File: src/rtl/cascade_pkg.sv
package cascade_pkg;
   typedef enum logic [1:0] {
      RS_IDLE   = 2'd0,
      RS_LOWER  = 2'd1,
      RS_SETTLE = 2'd2
   } rd_state_e;
endpackage

File: src/rtl/ct_prescaler.sv
module ct_prescaler #(
   parameter int NUM_DIV   = 4,
   parameter int DIV_SHIFT = 2,
   parameter int SEL_W     = 2
) (
   input  logic             clk,
   input  logic             rst_n,
   input  logic             sync_i,
   input  logic [SEL_W-1:0] div_sel_i,
   output logic             tick_o
);
   generate
      if (NUM_DIV == 1) begin : g_direct
         logic unused_in;
         assign unused_in = ^{clk, rst_n, sync_i, div_sel_i};
         assign tick_o = 1'b1;
      end else begin : g_divided
         localparam int PRE_W = (NUM_DIV - 1) * DIV_SHIFT + 1;
         logic [PRE_W-1:0] pre_q;
         logic [PRE_W-1:0] lim;
         int               sel_c;

         always_comb begin
            if (int'(div_sel_i) >= NUM_DIV) sel_c = NUM_DIV - 1;
            else                            sel_c = int'(div_sel_i);
            lim = (PRE_W'(1) << (sel_c * DIV_SHIFT)) - PRE_W'(1);
         end

         // >= keeps the counter bounded if the divisor shrinks mid-run
         assign tick_o = (pre_q >= lim);

         always_ff @(posedge clk or negedge rst_n) begin
            if (!rst_n)                pre_q <= '0;
            else if (sync_i || tick_o) pre_q <= '0;
            else                       pre_q <= pre_q + 1'b1;
         end

         // after a sync the prescaler restarts from zero
         a_r2_pre_restart: assert property (@(posedge clk) disable iff (!rst_n)
            $past(sync_i) |-> pre_q == '0);
      end
   endgenerate
endmodule

File: src/rtl/ct_lo_chan.sv
module ct_lo_chan #(
   parameter int CNT_W = 16
) (
   input  logic             clk,
   input  logic             rst_n,
   input  logic             sync_i,
   input  logic             tick_i,
   output logic [CNT_W-1:0] cnt_o,
   output logic             wave_o
);
   localparam logic [CNT_W-1:0] TOP_V  = {CNT_W{1'b1}};
   localparam logic [CNT_W-1:0] HALF_V = CNT_W'(1) << (CNT_W - 1);

   always_ff @(posedge clk or negedge rst_n) begin
      if (!rst_n) begin
         cnt_o  <= '0;
         wave_o <= 1'b0;
      end else if (sync_i) begin
         cnt_o  <= '0;
         wave_o <= 1'b0;
      end else if (tick_i) begin
         cnt_o <= cnt_o + 1'b1;
         if (cnt_o == TOP_V)                wave_o <= 1'b1;
         else if (cnt_o == HALF_V - 1'b1)   wave_o <= 1'b0;
      end
   end

   // the lower count only ever steps by one outside a sync
   a_r2_lo_step: assert property (@(posedge clk) disable iff (!rst_n)
      (!$past(sync_i) && cnt_o != $past(cnt_o)) |-> cnt_o == $past(cnt_o) + 1'b1);

   // waveform rises exactly as the count lands on zero
   a_r3_wave_rise: assert property (@(posedge clk) disable iff (!rst_n)
      $rose(wave_o) |-> cnt_o == '0);

   // waveform falls at mid-range unless a sync cleared it
   a_r3_wave_fall: assert property (@(posedge clk) disable iff (!rst_n)
      ($fell(wave_o) && !$past(sync_i)) |-> cnt_o == HALF_V);
endmodule

File: src/rtl/ct_hi_chan.sv
module ct_hi_chan #(
   parameter int CNT_W       = 16,
   parameter int SYNC_STAGES = 2
) (
   input  logic             clk,
   input  logic             rst_n,
   input  logic             sync_i,
   input  logic             wave_i,
   output logic [CNT_W-1:0] cnt_o
);
   // SYNC_STAGES synchronizer flops plus one history flop for the edge
   logic [SYNC_STAGES:0] shift_q;
   logic                 edge_w;

   always_ff @(posedge clk or negedge rst_n) begin
      if (!rst_n)      shift_q <= '0;
      else if (sync_i) shift_q <= '0;
      else             shift_q <= {shift_q[SYNC_STAGES-1:0], wave_i};
   end

   assign edge_w = shift_q[SYNC_STAGES-1] & ~shift_q[SYNC_STAGES];

   always_ff @(posedge clk or negedge rst_n) begin
      if (!rst_n)      cnt_o <= '0;
      else if (sync_i) cnt_o <= '0;
      else if (edge_w) cnt_o <= cnt_o + 1'b1;
   end

   // the upper count steps by one (modulo) outside a sync
   a_r4_hi_step: assert property (@(posedge clk) disable iff (!rst_n)
      (!$past(sync_i) && cnt_o != $past(cnt_o)) |-> cnt_o == $past(cnt_o) + 1'b1);

   // no two increments on back-to-back cycles
   a_r4_hi_spacing: assert property (@(posedge clk) disable iff (!rst_n)
      (!$past(sync_i) && cnt_o != $past(cnt_o)) |=> $stable(cnt_o) || $past(sync_i));
endmodule

File: src/rtl/ct_read_seq.sv
module ct_read_seq
   import cascade_pkg::*;
#(
   parameter int CNT_W = 16,
   parameter int LAT   = 3
) (
   input  logic               clk,
   input  logic               rst_n,
   input  logic               sync_i,
   input  logic               start_i,
   input  logic [CNT_W-1:0]   lo_i,
   input  logic [CNT_W-1:0]   hi_i,
   output logic               busy_o,
   output logic               done_o,
   output logic [2*CNT_W-1:0] value_o
);
   localparam int WC_W = (LAT > 1) ? $clog2(LAT + 1) : 1;

   rd_state_e        st_q;
   logic [CNT_W-1:0] up_q;
   logic [CNT_W-1:0] lo_q;
   logic [WC_W-1:0]  wait_q;

   always_ff @(posedge clk or negedge rst_n) begin
      if (!rst_n) begin
         st_q    <= RS_IDLE;
         up_q    <= '0;
         lo_q    <= '0;
         wait_q  <= '0;
         done_o  <= 1'b0;
         value_o <= '0;
      end else begin
         done_o <= 1'b0;
         if (sync_i) begin
            st_q <= RS_IDLE;
         end else begin
            case (st_q)
               RS_IDLE: if (start_i) begin
                  up_q <= hi_i;
                  st_q <= RS_LOWER;
               end
               RS_LOWER: begin
                  lo_q   <= lo_i;
                  wait_q <= '0;
                  st_q   <= RS_SETTLE;
               end
               RS_SETTLE: begin
                  // wait until a wrap seen in lo_q has reached the upper channel
                  if (wait_q == WC_W'(LAT - 1)) begin
                     if (hi_i == up_q) begin
                        value_o <= {up_q, lo_q};
                        done_o  <= 1'b1;
                        st_q    <= RS_IDLE;
                     end else begin
                        up_q <= hi_i;
                        st_q <= RS_LOWER;
                     end
                  end else begin
                     wait_q <= wait_q + 1'b1;
                  end
               end
               default: st_q <= RS_IDLE;
            endcase
         end
      end
   end

   assign busy_o = (st_q != RS_IDLE);

   // a done pulse only follows a cycle of activity, and lasts one cycle
   a_r6_done_after_busy: assert property (@(posedge clk) disable iff (!rst_n)
      done_o |-> $past(busy_o) && !busy_o);
   a_r6_done_single: assert property (@(posedge clk) disable iff (!rst_n)
      done_o |=> !done_o);

   // sync aborts any read without a result
   a_r8_sync_abort: assert property (@(posedge clk) disable iff (!rst_n)
      $past(sync_i) |-> !busy_o && !done_o);
endmodule

File: src/rtl/cascade_timer32.sv
module cascade_timer32 #(
   parameter int  CNT_W       = 16,
   parameter int  NUM_DIV     = 4,
   parameter int  DIV_SHIFT   = 2,
   parameter int  SYNC_STAGES = 2,
   localparam int SEL_W       = (NUM_DIV > 1) ? $clog2(NUM_DIV) : 1
) (
   input  logic               clk,
   input  logic               rst_n,
   input  logic               sync_i,
   input  logic [SEL_W-1:0]   div_sel_i,
   input  logic               rd_start_i,
   output logic [CNT_W-1:0]   lo_count_o,
   output logic [CNT_W-1:0]   hi_count_o,
   output logic               lo_wave_o,
   output logic               rd_busy_o,
   output logic               rd_done_o,
   output logic [2*CNT_W-1:0] rd_value_o
);
   // cycles from a waveform rise to the upper-count update
   localparam int HI_LAT = SYNC_STAGES + 1;

   generate
      if (CNT_W < 4) begin : g_bad_width
         $error("cascade_timer32: CNT_W must be at least 4");
      end
      if (NUM_DIV < 1) begin : g_bad_ndiv
         $error("cascade_timer32: NUM_DIV must be at least 1");
      end
      if (DIV_SHIFT < 1) begin : g_bad_shift
         $error("cascade_timer32: DIV_SHIFT must be at least 1");
      end
      if (SYNC_STAGES < 2) begin : g_bad_sync
         $error("cascade_timer32: SYNC_STAGES must be at least 2");
      end
   endgenerate

   logic tick_w;

   ct_prescaler #(
      .NUM_DIV  (NUM_DIV),
      .DIV_SHIFT(DIV_SHIFT),
      .SEL_W    (SEL_W)
   ) u_pre (
      .clk      (clk),
      .rst_n    (rst_n),
      .sync_i   (sync_i),
      .div_sel_i(div_sel_i),
      .tick_o   (tick_w)
   );

   ct_lo_chan #(
      .CNT_W(CNT_W)
   ) u_lo (
      .clk   (clk),
      .rst_n (rst_n),
      .sync_i(sync_i),
      .tick_i(tick_w),
      .cnt_o (lo_count_o),
      .wave_o(lo_wave_o)
   );

   ct_hi_chan #(
      .CNT_W      (CNT_W),
      .SYNC_STAGES(SYNC_STAGES)
   ) u_hi (
      .clk   (clk),
      .rst_n (rst_n),
      .sync_i(sync_i),
      .wave_i(lo_wave_o),
      .cnt_o (hi_count_o)
   );

   ct_read_seq #(
      .CNT_W(CNT_W),
      .LAT  (HI_LAT)
   ) u_rd (
      .clk    (clk),
      .rst_n  (rst_n),
      .sync_i (sync_i),
      .start_i(rd_start_i),
      .lo_i   (lo_count_o),
      .hi_i   (hi_count_o),
      .busy_o (rd_busy_o),
      .done_o (rd_done_o),
      .value_o(rd_value_o)
   );

   // one cycle after a sync the whole time base is back at zero
   a_r1_sync_clear: assert property (@(posedge clk) disable iff (!rst_n)
      $past(sync_i) |-> lo_count_o == '0 && hi_count_o == '0 && !lo_wave_o);
endmodule

File: config.mk
export PLATFORM = sky130hd
export DESIGN_NAME = cascade_timer32
export DESIGN_NICKNAME = d
export VERILOG_FILES = /design/src/rtl/cascade_pkg.sv /design/src/rtl/ct_prescaler.sv /design/src/rtl/ct_lo_chan.sv /design/src/rtl/ct_hi_chan.sv /design/src/rtl/ct_read_seq.sv /design/src/rtl/cascade_timer32.sv
export SDC_FILE = /design/constraint.sdc
export NUM_CORES = 1
export LEC_CHECK = 0
export CAP_MARGIN = 20
export CORE_MARGIN = 2
export CORE_UTILIZATION = 45
export CTS_BUF_LIST = sky130_fd_sc_hd__clkbuf_8
export DETAILED_ROUTE_END_ITERATION = 10
export PLACE_DENSITY = 0.72
export SLEW_MARGIN = 10
export SYNTH_ARGS = -nofsm -noshare
export SYNTH_HDL_FRONTEND = slang
export SYNTH_SLANG_ARGS = --single-unit
File: constraint.sdc
create_clock -name clk -period 5.5 [get_ports clk]
set_clock_uncertainty 0.2 [all_clocks]
set_input_delay 0.55 -clock clk [delete_from_list [all_inputs] [get_ports clk]]
set_output_delay 0.55 -clock clk [all_outputs]
set_load 0.02 [all_outputs]
== Yosys cells after proc, flatten, opt, wreduce, memory -nomap -nowiden ==
Index checks and enable logic that the tools add are counted.

* Register bits after elaboration: 112
* Logic and storage cells: 72

* Add/subtract/negate cells: 5
* Order comparisons: 1
* Equality and inequality tests: 12
* Shift-type cells: 1
* Muxes and demuxes: 25
* Bitwise operators: 3
* Reduce and logical (&&, ||, !) cells: 14

{| class="wikitable"
|+ Operators by type and width
! operator !! count
|-
| $mux W16 || 7
|-
| $add A16 B1 Y16 const B || 2
|-
| $pmux W16 S2 || 1
|-
| $eq A16 B15 Y1 const B || 1
|-
| $eq A16 B16 Y1 || 1
|-
| $eq A16 B16 Y1 const B || 1
|-
| $reduce_bool A2 Y1 || 5
|-
| $mux W1 || 9
|-
| $mux W2 || 4
|-
| $add A7 B1 Y7 const B || 1
|-
| $ge A7 B7 Y1 || 1
|-
| $mux W7 || 1
|-
| $shl A1 B3 Y7 const A || 1
|-
| $sub A7 B2 Y7 const B || 1
|-
| $ne A2 B2 Y1 const B || 3
|-
| $pmux W2 S3 || 1
|-
| $reduce_and A2 Y1 || 3
|-
| $reduce_and A5 Y1 || 1
|-
| $eq A2 B2 Y1 const B || 2
|-
| $pmux W2 S2 || 1
|-
| $reduce_and A4 Y1 || 1
|-
| $mux W3 || 1
|-
| $ne A3 B2 Y1 const B || 1
|-
| $ne A3 B3 Y1 const B || 1
|-
| 9 further kinds || 10
|}

== Depth between registers and ports, before layout ==
* Word-level depth: 5
* Gate-level depth with buffers: 10
* Depth with buffers taken out: 8

== Modules after synthesis ==
Synthesis repeated with hierarchy kept, for this count alone.

* Cell total of the unflattened synthesis: 407
* Area total of the unflattened synthesis: 5084.9 um2

{| class="wikitable"
|+ Modules (own cells, without submodules)
! module !! times used !! cells an instance !! area an instance (um2)
|-
| ct_read_seq || 1 || 181 || 2815.2
|-
| ct_hi_chan || 1 || 85 || 908.4
|-
| ct_lo_chan || 1 || 88 || 857.1
|-
| ct_prescaler || 1 || 53 || 504.2
|}

== Least setup slack after synthesis ==
Ideal clock, no wire load.

* Path type: input port to flip-flop
* Start point: in div_sel_i[0]
* End point: reg u_lo.cnt_o[1]
* Data arrival time: 2.302 ns
* Data required time: 5.168 ns
* Path slack: 2.866 ns
* Stages: 9
* Path buffers: 2
* Cells stage by stage: or2_2 ha_1 nor2b_1 o21ai_0 a21oi_1 clkbuf_1 clkbuf_1 mux2i_1 nor2_1

* Longest elaborated chain between the ends: 4

{| class="wikitable"
|+ Ends and longest elaborated chain
! element !! RTL line !! RTL
|-
| start: declaration || cascade_timer32.sv:11 || <nowiki>input logic [SEL_W-1:0] div_sel_i,</nowiki>
|-
| $shl A1 B3 Y7 || ct_prescaler.sv:26 || <nowiki>lim = (PRE_W'(1) << (sel_c * DIV_SHIFT)) - PRE_W'(1);</nowiki>
|-
| $sub A7 B2 Y7 || ct_prescaler.sv:26 ||
|-
| $ge A7 B7 Y1 || ct_prescaler.sv:30 || <nowiki>assign tick_o = (pre_q >= lim);</nowiki>
|-
| $reduce_bool A2 Y1 (no line) || n/a ||
|-
| end signal: assignment || ct_lo_chan.sv:22 || <nowiki>cnt_o <= cnt_o + 1'b1;</nowiki>
|-
| end: declaration || ct_lo_chan.sv:8 || <nowiki>output logic [CNT_W-1:0] cnt_o,</nowiki>
|}

No other way between the ends.
A chain may end at the register's enable or synchronous reset.

== Final worst setup path ==
* Start point: reg u_hi.cnt_o[9]
* End point: reg u_rd.value_o[13]

* Longest elaborated chain between the ends: 2

{| class="wikitable"
|+ Ends and longest elaborated chain
! element !! RTL line !! RTL
|-
| start: declaration || ct_hi_chan.sv:9 || <nowiki>output logic [CNT_W-1:0] cnt_o</nowiki>
|-
| start signal: assignment || ct_hi_chan.sv:26 || <nowiki>else if (edge_w) cnt_o <= cnt_o + 1'b1;</nowiki>
|-
| $eq A16 B16 Y1 || ct_read_seq.sv:50 || <nowiki>if (hi_i == up_q) begin</nowiki>
|-
| $reduce_and A4 Y1 (no line) || n/a ||
|-
| end signal: assignment || ct_read_seq.sv:51 || <nowiki>value_o <= {up_q, lo_q};</nowiki>
|-
| end: declaration || ct_read_seq.sv:15 || <nowiki>output logic [2*CNT_W-1:0] value_o</nowiki>
|}

No other way between the ends.

==> impl_metrics.env <==
export IMPL_avgSynthCellArea_um2=12.1
export IMPL_setup_tns_ns=0
export IMPL_drc=0
export IMPL_numCtsBuffers=9
export IMPL_grt_pass1_wl_mm=16.9
export IMPL_die_area_mm2=0.0123
export IMPL_crit_family="simple AND/OR/NAND/NOR gates"
export IMPL_htree_levels=3
export IMPL_synth_largest_area_cell="dfrtp_1"
export IMPL_start_util=0.467
export IMPL_crit_path_start_kind="flip-flop"
export IMPL_grtUsageMet3=0.0459
export IMPL_cts_max_path_buffers=2
export IMPL_finalHoldViolations=0
export IMPL_grt_antenna_before_repair=0
export IMPL_num_io_pins=73
export IMPL_worst_pin_slew_ns=1.07
export IMPL_ys_seq_area_frac=0.546
export IMPL_cts_tree="built"
export IMPL_setup_viol=0
export IMPL_max_freq_mhz=309
export IMPL_area_growth_synth_to_final_pct=19.6
export IMPL_yosysMostFrequentCell="dfrtp_1"
export IMPL_p_leak_uw=0.00290
export IMPL_synth_cells=423
export IMPL_synthDistinctLibCells=41
export IMPL_ir_drop_mv=0.205
export IMPL_holdBufCountCts=0
export IMPL_netlist_area_mm2=0.00513
export IMPL_synth_top_area_share=0.546
export IMPL_die_w_um=111
export IMPL_path_buf_inv=1
export IMPL_cts_setup_buffers=0
export IMPL_drt_iter0_drc=107
export IMPL_period_share=0.589
export IMPL_cts_sink_count=112
export IMPL_grt_setup_unrepaired="no"
export IMPL_placed_area_mm2=0.00594
export IMPL_grtUsageMet2=0.290
export IMPL_die_height_um=111
export IMPL_synth_ff_type="dfrtp_1"
export IMPL_synthTopCellsByArea="dfrtp_1, mux2_2, xor2_1, ha_1, mux2_4"
export IMPL_path_cells="xor2_1 -> nor4_1 -> nand4_1 -> nor3_4 -> buf_4 -> mux2_2"
export IMPL_clk_latency_ns=0.37
export IMPL_grt_max_degree=59
export IMPL_max_cap_violations=0
export IMPL_drt_pass1_iterations=4
export IMPL_final_area_mm2=0.00613
export IMPL_dp_hpwl_mm=6.94
export IMPL_path_class="flip-flop to flip-flop"
export IMPL_min_period_ns=3.24
export IMPL_diodes=0
export IMPL_cts_root_buf="clkbuf_8"
export IMPL_finalWeightedCongestion=0.757
export IMPL_final_nets=513
export IMPL_status="finished, final reports clean"
export IMPL_ys_seq_elements=112
export IMPL_crit_path_end_kind="flip-flop"
export IMPL_grtUsageTotal=0.171
export IMPL_slew_headroom=0.285
export IMPL_crit_arrival_ns=3.31
export IMPL_core_area_mm2=0.0110
export IMPL_cts_resized=0
export IMPL_slowest_stage="nor3_4"
export IMPL_grt_overflow_total=0
export IMPL_worstHoldPathType="primary input to asynchronous set/reset pin"
export IMPL_drtAntennaViolNets=0
export IMPL_crit_path_max_incr_delay_ns=0.83
export IMPL_num_vias=3374
export IMPL_grt_pass1_vias=3441
export IMPL_crit_fanout=18
export IMPL_yosys_warnings=0
export IMPL_num_rows=38
export IMPL_drt_wirelength_per_cell_um=15.6
export IMPL_power_density_mw_per_mm2=244
export IMPL_routed_via_density=5.31
export IMPL_drive_gt1_frac=0.175
export IMPL_synthArstFlopShare=1.00
export IMPL_netlist_top_cells_count="dfrtp_1, mux2_2, nor2_1"
export IMPL_routed_wl_mm=9.94
export IMPL_synth_edf_count=0
export IMPL_grt_busiest_layer="met2"
export IMPL_met1_usage=0.213
export IMPL_cp_required_ns=5.57
export IMPL_finalMaxSlewViolations=0
export IMPL_port_buffers=72
export IMPL_cts_clk_slew_worst_paths_ns=0.10
export IMPL_synth_nets=444
layer usage:
metal,vias to the layer above,wire (µm)
met5,-,0
met2,83,4970
met1,1666,4280
met3,10,549
met4,0,133
li1,1615,-
cell usage in the layout (no fill, tap or decap), drive strengths merged, types with 3 or more instances in the layout:
cell / netlist / layout
o21ai: 17 / 17
clkbuf: 10 / 10
dfrtp: 112 / 112
mux2: 65 / 65
clkdlybuf4s50: 0 / 71
a21oi: 22 / 22
nor2: 30 / 30
and4: 4 / 4
nand2: 21 / 21
inv: 10 / 10
nand2b: 4 / 4
nor3: 3 / 3
nor4: 5 / 5
clkinvlp: 0 / 3
ha: 15 / 15
xor2: 29 / 29
buf: 7 / 4
and3: 4 / 4
nand4: 10 / 10
or3: 13 / 13
nand3: 11 / 11
o31ai: 3 / 3
nor2b: 7 / 7
xnor2: 6 / 6
mux2i: 4 / 4
stage by stage:
stage                     cells  total power, µW   util  hold slack, ns  setup WS [ns]
after floorplan             423              992      -          0.0544           2.87
after global placement      621             1020  0.541           0.254           2.09
after detailed placement    621             1030  0.541           0.268           2.01
after CTS                   636             1510  0.559          0.0502           2.15
after global routing        636             1570  0.559          0.0720           2.02
final                       636             1500  0.559          0.0254           2.26
final timing paths:
| path | startpoint | endpoint | slack, ns | cells after the start |
|---|---|---|---|---|
| worst max-delay path | u_hi.cnt_o[9] | u_rd.value_o[13] | 2.26 | 6 |
| worst min-delay path | rst_n | u_rd.value_o[16] | 0.03 | 1 |
| worst max register to register | u_hi.cnt_o[9] | u_rd.value_o[13] | 2.26 | 6 |
| worst min register to register | u_pre.g_divided.pre_q[0] | u_pre.g_divided.pre_q[0] | 0.29 | 1 |
| max in group asynchronous | rst_n | u_rd.value_o[13] | 3.90 | 2 |
| min in group clk | u_pre.g_divided.pre_q[0] | u_pre.g_divided.pre_q[0] | 0.29 | 1 |
registers in the layout, indices dropped and copies added, names as in the netlist:
signal                 count
u_hi.cnt_o                16
u_hi.shift_q               3
u_lo.cnt_o                16
u_lo.wave_o                1
u_pre.g_divided.pre_q      7
u_rd.done_o                1
u_rd.lo_q                 16
u_rd.st_q                  2
u_rd.up_q                 16
u_rd.value_o              32
u_rd.wait_q                2
logic make-up (layout without fill, tap and decap cells):
kind of cell               count (synthesis)  after routing  synth area share
buffers and inverters                     27            100            0.0290
AOI/OAI and AO/OA                         45             45            0.0473
DFF                                      112            112             0.546
and+or+nand+nor                          119            119             0.123
muxes                                     69             69             0.158
xor gates and xnor gates                  35             35            0.0597
other                                      1              1          0.000731
adders and majority gates                 15             15            0.0366
layout make-up:
class | count | area (µm²)
Inverter | 10 | 37.5
Fill cell | 941 | 4850
Multi-Input combinational cell | 284 | 2180
Tap cell | 140 | 175
Sequential cell | 112 | 2800
Clock inverter | 5 | 57.6
Clock buffer | 10 | 138
Timing Repair Buffer | 75 | 741
where the power goes:
| group | leakage (µW) | switching (µW) | internal (µW) |
|---|---|---|---|
| clock | 0.0000904 | 268 | 220 |
| combinational | 0.00125 | 100 | 64.6 |
| sequential | 0.00156 | 11.3 | 835 |
(Power assumes the default switching activity.)
